--- src/rtl/sp_grid_pkg.sv ---
package sp_grid_pkg;
  typedef enum logic [1:0] {
    CLS_ZERO = 2'd0,
    CLS_NORM = 2'd1,
    CLS_INF  = 2'd2,
    CLS_NAN  = 2'd3
  } op_cls_e;
endpackage

--- src/rtl/sp_grid_unpack.sv ---
module sp_grid_unpack #(
  parameter int EXP_W  = 8,
  parameter int FRAC_W = 23,
  localparam int WORD_W = 1 + EXP_W + FRAC_W,
  localparam int SIG_W  = FRAC_W + 1
) (
  input  logic [WORD_W-1:0]     op_i,
  output logic                  sgn_o,
  output logic [EXP_W-1:0]      exp_o,
  output logic [SIG_W-1:0]      sig_o,
  output sp_grid_pkg::op_cls_e  cls_o
);
  import sp_grid_pkg::*;

  logic [FRAC_W-1:0] frac;

  assign sgn_o = op_i[WORD_W-1];
  assign exp_o = op_i[WORD_W-2 -: EXP_W];
  assign frac  = op_i[FRAC_W-1:0];
  assign sig_o = {1'b1, frac};

  always_comb begin
    if (exp_o == '0)      cls_o = CLS_ZERO;  // denormals flushed
    else if (&exp_o)      cls_o = (frac == '0) ? CLS_INF : CLS_NAN;
    else                  cls_o = CLS_NORM;
  end
endmodule

--- src/rtl/sp_grid_pp.sv ---
module sp_grid_pp #(
  parameter int SIG_W = 24,
  parameter int GRP_N = 4,
  localparam int GRP_W = SIG_W / GRP_N,
  localparam int PP_W  = 2 * GRP_W,
  localparam int NPP   = GRP_N * GRP_N
) (
  input  logic                      clk_i,
  input  logic                      rst_ni,
  input  logic                      en_i,
  input  logic [SIG_W-1:0]          sig_a_i,
  input  logic [SIG_W-1:0]          sig_b_i,
  output logic [NPP-1:0][PP_W-1:0]  pp_o
);
  for (genvar p = 0; p < GRP_N; p++) begin : g_a
    for (genvar q = 0; q < GRP_N; q++) begin : g_b
      logic [PP_W-1:0] grp_a, grp_b;
      assign grp_a = {{GRP_W{1'b0}}, sig_a_i[p*GRP_W +: GRP_W]};
      assign grp_b = {{GRP_W{1'b0}}, sig_b_i[q*GRP_W +: GRP_W]};

      always_ff @(posedge clk_i or negedge rst_ni) begin
        if (!rst_ni)   pp_o[p*GRP_N+q] <= '0;
        else if (en_i) pp_o[p*GRP_N+q] <= grp_a * grp_b;
      end
    end
  end
endmodule

--- src/rtl/sp_grid_acc.sv ---
module sp_grid_acc #(
  parameter int SIG_W = 24,
  parameter int GRP_N = 4,
  localparam int GRP_W  = SIG_W / GRP_N,
  localparam int PP_W   = 2 * GRP_W,
  localparam int NPP    = GRP_N * GRP_N,
  localparam int PROD_W = 2 * SIG_W
) (
  input  logic [NPP-1:0][PP_W-1:0] pp_i,
  output logic [PROD_W-1:0]        prod_o
);
  // term (p,q) weighs 2^(GRP_W*(p+q))
  always_comb begin
    prod_o = '0;
    for (int p = 0; p < GRP_N; p++) begin
      for (int q = 0; q < GRP_N; q++) begin
        prod_o = prod_o + (PROD_W'(pp_i[p*GRP_N+q]) << (GRP_W*(p+q)));
      end
    end
  end
endmodule

--- src/rtl/sp_grid_pack.sv ---
module sp_grid_pack #(
  parameter int EXP_W  = 8,
  parameter int FRAC_W = 23,
  localparam int WORD_W = 1 + EXP_W + FRAC_W,
  localparam int SIG_W  = FRAC_W + 1,
  localparam int PROD_W = 2 * SIG_W,
  localparam int SE_W   = EXP_W + 2,
  localparam int EXP_MAX = (1 << EXP_W) - 1
) (
  input  logic                     sgn_i,
  input  logic signed [SE_W-1:0]   exp_i,
  input  logic [PROD_W-1:0]        prod_i,
  input  sp_grid_pkg::op_cls_e     cls_a_i,
  input  sp_grid_pkg::op_cls_e     cls_b_i,
  output logic [WORD_W-1:0]        res_o
);
  import sp_grid_pkg::*;

  localparam logic [WORD_W-1:0] QNAN = {1'b0, {EXP_W{1'b1}}, 1'b1, {(FRAC_W-1){1'b0}}};

  logic                   top;
  logic [FRAC_W-1:0]      frac;
  logic signed [SE_W-1:0] exp_n;
  logic any_nan, any_inf, any_zero;

  assign top   = prod_i[PROD_W-1];
  assign frac  = top ? prod_i[PROD_W-2 -: FRAC_W] : prod_i[PROD_W-3 -: FRAC_W];
  assign exp_n = exp_i + $signed({{(SE_W-1){1'b0}}, top});

  assign any_nan  = (cls_a_i == CLS_NAN)  || (cls_b_i == CLS_NAN);
  assign any_inf  = (cls_a_i == CLS_INF)  || (cls_b_i == CLS_INF);
  assign any_zero = (cls_a_i == CLS_ZERO) || (cls_b_i == CLS_ZERO);

  always_comb begin
    if (any_nan || (any_inf && any_zero))
      res_o = QNAN;
    else if (any_inf || exp_n >= $signed(SE_W'(EXP_MAX)))
      res_o = {sgn_i, {EXP_W{1'b1}}, {FRAC_W{1'b0}}};
    else if (any_zero || exp_n <= $signed(SE_W'(0)))
      res_o = {sgn_i, {(WORD_W-1){1'b0}}};
    else
      res_o = {sgn_i, exp_n[EXP_W-1:0], frac};
  end
endmodule

--- src/rtl/sp_grid_mul.sv ---
module sp_grid_mul #(
  parameter int EXP_W  = 8,
  parameter int FRAC_W = 23,
  parameter int GRP_N  = 4,
  localparam int WORD_W = 1 + EXP_W + FRAC_W,
  localparam int SIG_W  = FRAC_W + 1,
  localparam int GRP_W  = SIG_W / GRP_N,
  localparam int PP_W   = 2 * GRP_W,
  localparam int NPP    = GRP_N * GRP_N,
  localparam int PROD_W = 2 * SIG_W,
  localparam int SE_W   = EXP_W + 2,
  localparam int BIAS   = (1 << (EXP_W - 1)) - 1
) (
  input  logic              clk_i,
  input  logic              rst_ni,
  input  logic              valid_i,
  input  logic [WORD_W-1:0] a_i,
  input  logic [WORD_W-1:0] b_i,
  output logic              valid_o,
  output logic [WORD_W-1:0] res_o
);
  import sp_grid_pkg::*;

  // operand decode
  logic             sgn_a, sgn_b;
  logic [EXP_W-1:0] exp_a, exp_b;
  logic [SIG_W-1:0] sig_a, sig_b;
  op_cls_e          cls_a, cls_b;

  sp_grid_unpack #(.EXP_W(EXP_W), .FRAC_W(FRAC_W)) u_unpack_a (
    .op_i(a_i), .sgn_o(sgn_a), .exp_o(exp_a), .sig_o(sig_a), .cls_o(cls_a)
  );
  sp_grid_unpack #(.EXP_W(EXP_W), .FRAC_W(FRAC_W)) u_unpack_b (
    .op_i(b_i), .sgn_o(sgn_b), .exp_o(exp_b), .sig_o(sig_b), .cls_o(cls_b)
  );

  logic signed [SE_W-1:0] exp_sum;
  assign exp_sum = $signed({2'b00, exp_a}) + $signed({2'b00, exp_b}) - $signed(SE_W'(BIAS));

  // stage 1: group products
  logic [NPP-1:0][PP_W-1:0] s1_pp;
  logic                     s1_valid, s1_sgn;
  logic signed [SE_W-1:0]   s1_exp;
  op_cls_e                  s1_cls_a, s1_cls_b;

  sp_grid_pp #(.SIG_W(SIG_W), .GRP_N(GRP_N)) u_pp (
    .clk_i(clk_i), .rst_ni(rst_ni), .en_i(valid_i),
    .sig_a_i(sig_a), .sig_b_i(sig_b), .pp_o(s1_pp)
  );

  always_ff @(posedge clk_i or negedge rst_ni) begin
    if (!rst_ni) begin
      s1_valid <= 1'b0;
      s1_sgn   <= 1'b0;
      s1_exp   <= '0;
      s1_cls_a <= CLS_ZERO;
      s1_cls_b <= CLS_ZERO;
    end else begin
      s1_valid <= valid_i;
      if (valid_i) begin
        s1_sgn   <= sgn_a ^ sgn_b;
        s1_exp   <= exp_sum;
        s1_cls_a <= cls_a;
        s1_cls_b <= cls_b;
      end
    end
  end

  // stage 2: shifted sum
  logic [PROD_W-1:0]      acc_prod, s2_prod;
  logic                   s2_valid, s2_sgn;
  logic signed [SE_W-1:0] s2_exp;
  op_cls_e                s2_cls_a, s2_cls_b;

  sp_grid_acc #(.SIG_W(SIG_W), .GRP_N(GRP_N)) u_acc (
    .pp_i(s1_pp), .prod_o(acc_prod)
  );

  always_ff @(posedge clk_i or negedge rst_ni) begin
    if (!rst_ni) begin
      s2_valid <= 1'b0;
      s2_sgn   <= 1'b0;
      s2_exp   <= '0;
      s2_prod  <= '0;
      s2_cls_a <= CLS_ZERO;
      s2_cls_b <= CLS_ZERO;
    end else begin
      s2_valid <= s1_valid;
      if (s1_valid) begin
        s2_sgn   <= s1_sgn;
        s2_exp   <= s1_exp;
        s2_prod  <= acc_prod;
        s2_cls_a <= s1_cls_a;
        s2_cls_b <= s1_cls_b;
      end
    end
  end

  // stage 3: normalise, specials, pack
  logic [WORD_W-1:0] pack_res;

  sp_grid_pack #(.EXP_W(EXP_W), .FRAC_W(FRAC_W)) u_pack (
    .sgn_i(s2_sgn), .exp_i(s2_exp), .prod_i(s2_prod),
    .cls_a_i(s2_cls_a), .cls_b_i(s2_cls_b), .res_o(pack_res)
  );

  always_ff @(posedge clk_i or negedge rst_ni) begin
    if (!rst_ni) begin
      valid_o <= 1'b0;
      res_o   <= '0;
    end else begin
      valid_o <= s2_valid;
      if (s2_valid) res_o <= pack_res;
    end
  end
endmodule

--- config.mk ---
export PLATFORM = sky130hd
export DESIGN_NAME = sp_grid_mul
export DESIGN_NICKNAME = d
export VERILOG_FILES = /design/src/rtl/sp_grid_pkg.sv /design/src/rtl/sp_grid_unpack.sv /design/src/rtl/sp_grid_pp.sv /design/src/rtl/sp_grid_acc.sv /design/src/rtl/sp_grid_pack.sv /design/src/rtl/sp_grid_mul.sv
export SDC_FILE = /design/constraint.sdc
export NUM_CORES = 2
export LEC_CHECK = 0
export ABC_CLOCK_PERIOD_IN_PS = 6060
export CORE_UTILIZATION = 25
export DETAILED_ROUTE_END_ITERATION = 8
export PLACE_DENSITY = 0.38
export SYNTH_ARGS = -nofsm -noshare
export SYNTH_HDL_FRONTEND = slang
export SYNTH_SLANG_ARGS = --single-unit
--- constraint.sdc ---
create_clock -name clk_i -period 6.06 [get_ports clk_i]
set_input_delay 1.212 -clock clk_i [delete_from_list [all_inputs] [get_ports clk_i]]
set_output_delay 1.212 -clock clk_i [all_outputs]
set_load 0.005 [all_outputs]
# == After elaboration in Yosys (flattened, before gate mapping) ==
# Index checks and enable logic that the tools add are counted.
# word_totals
reg_bits,305
input_bits,67
out_inout_bits,33
elab_cells,95
# op_classes
add_sub_neg,18
n_mul,16
magnitude_cmp,2
eq_ne,4
n_mux,10
n_bitwise,1
reduce_logical,15
# ops
operator,count
$add 48x30->48,4
$mul 6x6->12,16
$add 48x24->48,3
$add 48x36->48,3
$add 48x42->48,2
$mux 31,2
$add 48x18->48,1
$add 48x48->48,1
$logic_not 23->1,2
$mux 32,1
$mux 23,1
$add 12x18->19,1
$logic_not 8->1,2
$reduce_and 8->1,2
$add 10x2->10,1
$ge 10x9->1 const B,1
$le 10x1->1 const B,1
$sub 9x7->10 const B,1
$add 8x8->9,1
$eq 2x2->1 const B,4
$mux 2,4
$logic_or 1x1->1,6
$logic_not 2->1,2
$mux 1,2
other kinds (2),2

# == Depth between registers and ports, before layout ==
# depth
word_depth,15
ltp_mapped,24
ltp_nobuf,24

# == Hierarchy ==
# Synthesis repeated with hierarchy kept, for this count alone.
# unflattened
hier_cells,3717
area_unflattened_um2,36839.1
# modules_own_cells
module,instances,cells_per_inst,area_per_inst_um2,seq_area_each_um2
sp_grid_pp,1,2604,24738.7,4804.6
sp_grid_acc,1,580,5671.7,0.0
sp_grid_mul,1,308,4636.9,2827.7
sp_grid_pack,1,129,1096.1,0.0
sp_grid_unpack,2,48,347.8,0.0

# == Worst setup path before layout ==
# Ideal clock, no wire load.
# synth_timing
kind,register -> register
startpoint,register u_pp.pp_o[6] (netlist name)
endpoint,register s2_prod[43]
setup_ns,0.120
t_arrival_ns,5.269
required_time_ns,5.940
setup_slack_ns,0.671
stages_incl_launch_ff,25
path_buffers,0
synth_period_minus_slack_ns,5.389
path_cell_list,dfrtp_1 -> ha_1 -> inv_1 -> fa_1 -> inv_1 -> a21oi_1 -> o21bai_1 -> a21o_1 -> a21o_1 -> nand3_1 -> xnor2_1 -> fa_1 -> inv_1 -> fa_1 -> inv_1 -> fa_1 -> ha_1 -> ha_1 -> and4_1 -> nand3_1 -> o21ai_1 -> o31a_1 -> a211o_1 -> or3_1 -> a31o_1
# synth_between
elab_chain_len,15
# synth_lines
element,line_no,text
"start, declared",sp_grid_pp.sv:13,output logic [NPP-1:0][PP_W-1:0] pp_o
"start signal, assigned by index",sp_grid_pp.sv:23,else if (en_i) pp_o[p*GRP_N+q] <= grp_a * grp_b;
$add 12x18->19,sp_grid_acc.sv:17,prod_o = prod_o + (PROD_W'(pp_i[p*GRP_N+q]) << (GRP_W*(p+q)));
$add 48x24->48,sp_grid_acc.sv:17,
$add 48x30->48,sp_grid_acc.sv:17,
$add 48x18->48,sp_grid_acc.sv:17,
$add 48x24->48,sp_grid_acc.sv:17,
$add 48x30->48,sp_grid_acc.sv:17,
$add 48x36->48,sp_grid_acc.sv:17,
$add 48x24->48,sp_grid_acc.sv:17,
$add 48x30->48,sp_grid_acc.sv:17,
$add 48x36->48,sp_grid_acc.sv:17,
$add 48x42->48,sp_grid_acc.sv:17,
$add 48x30->48,sp_grid_acc.sv:17,
$add 48x36->48,sp_grid_acc.sv:17,
$add 48x42->48,sp_grid_acc.sv:17,
$add 48x48->48,sp_grid_acc.sv:17,
"end signal, assigned",sp_grid_mul.sv:92,s2_prod <= acc_prod;
"end, declared",sp_grid_mul.sv:70,"logic [PROD_W-1:0] acc_prod, s2_prod;"
# Every way passes these cells.
# A chain may end at the register's enable or synchronous reset.

# == Final worst setup path ==
# layout_timing
startpoint,register u_pp.pp_o[7] (netlist name)
endpoint,register s2_prod[43]
# Same word-level chain as after synthesis.

==> metrics.md <==
| Metric | Value |
|---|---|
| Fin crit share | `94.8%` |
| Inst Count DP | `5138` |
| Die height | `366 um` |
| Ys async rst share | `100%` |
| Clock slew at reported path FFs | `60 ps` |
| CP Capture Type | `flip-flop` |
| Synth Instances | `3352` |
| Num rows | `133` |
| CTS tree | `done` |
| Drt pass-1 iters | `4` |
| RePlAce Congestion | `0.758` |
| Worst Path Arrival | `6240 ps` |
| Synth Warn # | `0` |
| Via Count | `22900` |
| Status | `completed` |
| Hold Crit Start | `s2_sgn` |
| Max clock buf depth | `3` |
| Tot GR Track Use | `14.7%` |
| N_diodes | `0` |
| Setup TNS | `0 ps` |
| Ranking of synthesized cells by area | `fa_1 (23%), dfrtp_1 (21%), ha_1 (17%)` |
| Yosys cell types | `77` |
| Critical path class | `flip-flop to flip-flop` |
| Die width | `366 um` |
| Worst-skew pair later-pin latency | `600 ps` |
| Largest net degree at the start of global routing | `95` |
| Synthesized area per cell | `9.88 sq um` |
| Nets | `4317` |
| Slew headroom | `38.0%` |
| Highest Clock Rate | `174 MHz` |
| CP Cell Sequence | `ha_1 > a21o_1 > a21oi_2 > o21bai_1 > a21o_1 > a21oi_1 > buf_4 > nand2b_1 > xnor2_1 > fa_1 > inv_1 > fa_1 > inv_1 > fa_1 > ha_1 > ha_1 > a21o_1 > a211oi_2 > nor2_2 > o31a_1 > a211o_1 > or3_1 > a31o_1` |
| Crit Path Max Fanout | `5` |
| Share of the synthesized area in the top cell type | `22.7%` |
| Detailed Place HPWL | `71900 um` |
| Crit path buffers/inverters | `3` |
| H-tree levels | `2` |
| Setup violations, final | `0` |
| Dpl cell area | `0.0369 sq mm` |
| Post-Syn Area | `0.0331 sq mm` |
| EDFF count, synth | `0` |
| CTS sink count | `276` |
| Max Slew Vio Count | `0` |
| Reg2reg start | `u_pp.pp_o[7]` |
| I/O Buffers | `99` |
| Final clock skew | `16.1 ps` |
| Worst Setup SP | `u_pp.pp_o[7]` |
| Layout cells sized above 1 | `10.1%` |
| Sequential fraction of the synthesis area | `20.8%` |
| Startpoint Class | `flip-flop` |
| Core ar. | `0.131 sq mm` |
| Top Ports | `100` |
| Post-route cell area | `0.0384 sq mm` |
| Max-cap violations | `0` |
| CTS Buf Count | `42` |
| Die area | `0.134 sq mm` |
| Min-Delay Path Class | `flip-flop to flip-flop` |
| Area grow syn2layout | `15.9%` |
| Clock Tree Root | `clkbuf_16` |
| Initial Utilization | `25.2%` |
| Worst setup margin | `318 ps` |
| First-pass GRT wire length | `152000 um` |
| CP max stage cell | `fa_1` |
| CTS Hold Bufs | `0` |
| Remaining DRCs | `0` |
| Wire per inst | `18.4 um` |
| Initial antenna violation count | `10` |
| Vias in the first global route | `24800` |
| ANT nets after route | `0` |
| Final Hold Vio Count | `0` |
| Max stage delay on crit path | `480 ps` |
| Pre-CTS WS | `121 ps` |
| Final std cells w/o fill | `5214` |
| Cell with the most instances after synthesis | `inv_1` |
| RSZ-0062 raised after global routing | `false` |
| Fin crit period | `5740 ps` |
| Via density | `4.39` |
| Leading register cell type out of synthesis | `dfrtp_1` |
| Post-synth top cells | `inv_1 (544), ha_1 (447), fa_1 (376)` |
| CP Data Required Time | `6550 ps` |
| Remaining global-route overflow | `0` |
| Worst Tran Pin Value | `930 ps` |
| Syn Nets | `4242` |
| Delay-heaviest family, CP | `adder cells` |
| Initial drt markers | `1091` |
| Synthesized flop and latch total | `276` |
| WL final | `95800 um` |
| Yosys top cell by area | `fa_1` |
worst min-delay path, stage by stage, from the launching register on:
cell and delay, ps:
dfrtp_1 340, nand2_1 50, o21ai_0 60
path summary, 6_finish.rpt:
| kind | end | slack, ps | cells after the start |
|---|---|---|---|
| max in group asynchronous | u_pp.pp_o[42] | 4330 | 2 |
| min reg2reg | res_o[31] | 480 | 2 |
| max | s2_prod[43] | 320 | 23 |
| max reg2reg | s2_prod[43] | 320 | 23 |
| min | res_o[31] | 480 | 2 |
| min in group asynchronous | s1_exp[2] | 660 | 1 |
per-layer routing:
layer | vias to the layer above | wire, um | global-route usage [%]
met5 | - | 36 | 0
met2 | 245 | 40500 | 22.3
met3 | 79 | 3020 | 2.06
li1 | 11200 | - | -
met4 | 6 | 1180 | 2.24
met1 | 11400 | 51100 | 22.2
final cells by class:
cell class	count	area [sq um]
Inverter	546	2050
Clock inverter	17	184
Fill cell	13800	93100
Sequential cell	276	6910
Tap cell	1755	2200
Multi-Input combinational cell	2381	23700
Timing Repair Buffer	180	2160
Clock buffer	59	1240
logic make-up (layout without fill, tap and decap cells):
kind of cell / count (synthesis) / after routing / share of synthesized area [%]
AO/OA/AOI/OAI: 500 / 500 / 11.0
XOR/XNOR: 107 / 107 / 2.89
adder cells (fa/ha/maj): 823 / 823 / 39.6
buffers and inverters: 695 / 802 / 7.94
flip-flops: 276 / 276 / 20.8
multiplexers: 168 / 168 / 5.63
AND/OR/NAND/NOR: 783 / 783 / 12.1
through the flow:
stage / utilization (%) / hold slack (ps)
after floorplan: - / 352
after global placement: 28.1 / 470
after detailed placement: 28.1 / 474
after CTS: 29.2 / 488
after global routing: 29.2 / 517
final: 29.2 / 482
placed cells by master (no fill, tap or decap), types with 12 or more instances in the layout:
master / instances
inv_1: 544
ha_1: 445
fa_1: 374
and2_1: 301
nand2_1: 292
dfrtp_1: 275
mux2_2: 146
a21oi_1: 116
clkdlybuf4s50_1: 97
xnor2_1: 95
a21o_1: 80
nor2_1: 71
o21bai_1: 70
buf_12: 44
o21ai_0: 43
clkbuf_16: 43
buf_4: 37
a211oi_1: 33
a221o_1: 31
nand3_1: 23
mux2i_1: 22
o22ai_2: 20
nor3_1: 16
o21a_1: 14
nor4_1: 12
what timing repair did:
item	CTS	global route
setup endpoints to repair	0	18
gates resized for setup	0	16
buffers inserted	0	0
hold endpoints to repair	0	0
flip-flops by register name, indices dropped and copies added, names as in the netlist:
| name | count |
|---|---|
| s2_cls_b | 2 |
| u_pp.pp_o | 186 |
| s1_valid | 1 |
| s2_valid | 1 |
| valid_o | 1 |
| s2_cls_a | 2 |
| s2_prod | 25 |
| s1_exp | 10 |
| s1_sgn | 1 |
| res_o | 32 |
| s1_cls_a | 2 |
| s1_cls_b | 2 |
| s2_sgn | 1 |
| s2_exp | 10 |
Power is not shown: default switching activity piles up to over one toggle a cycle in this logic, so the estimate is an artifact.
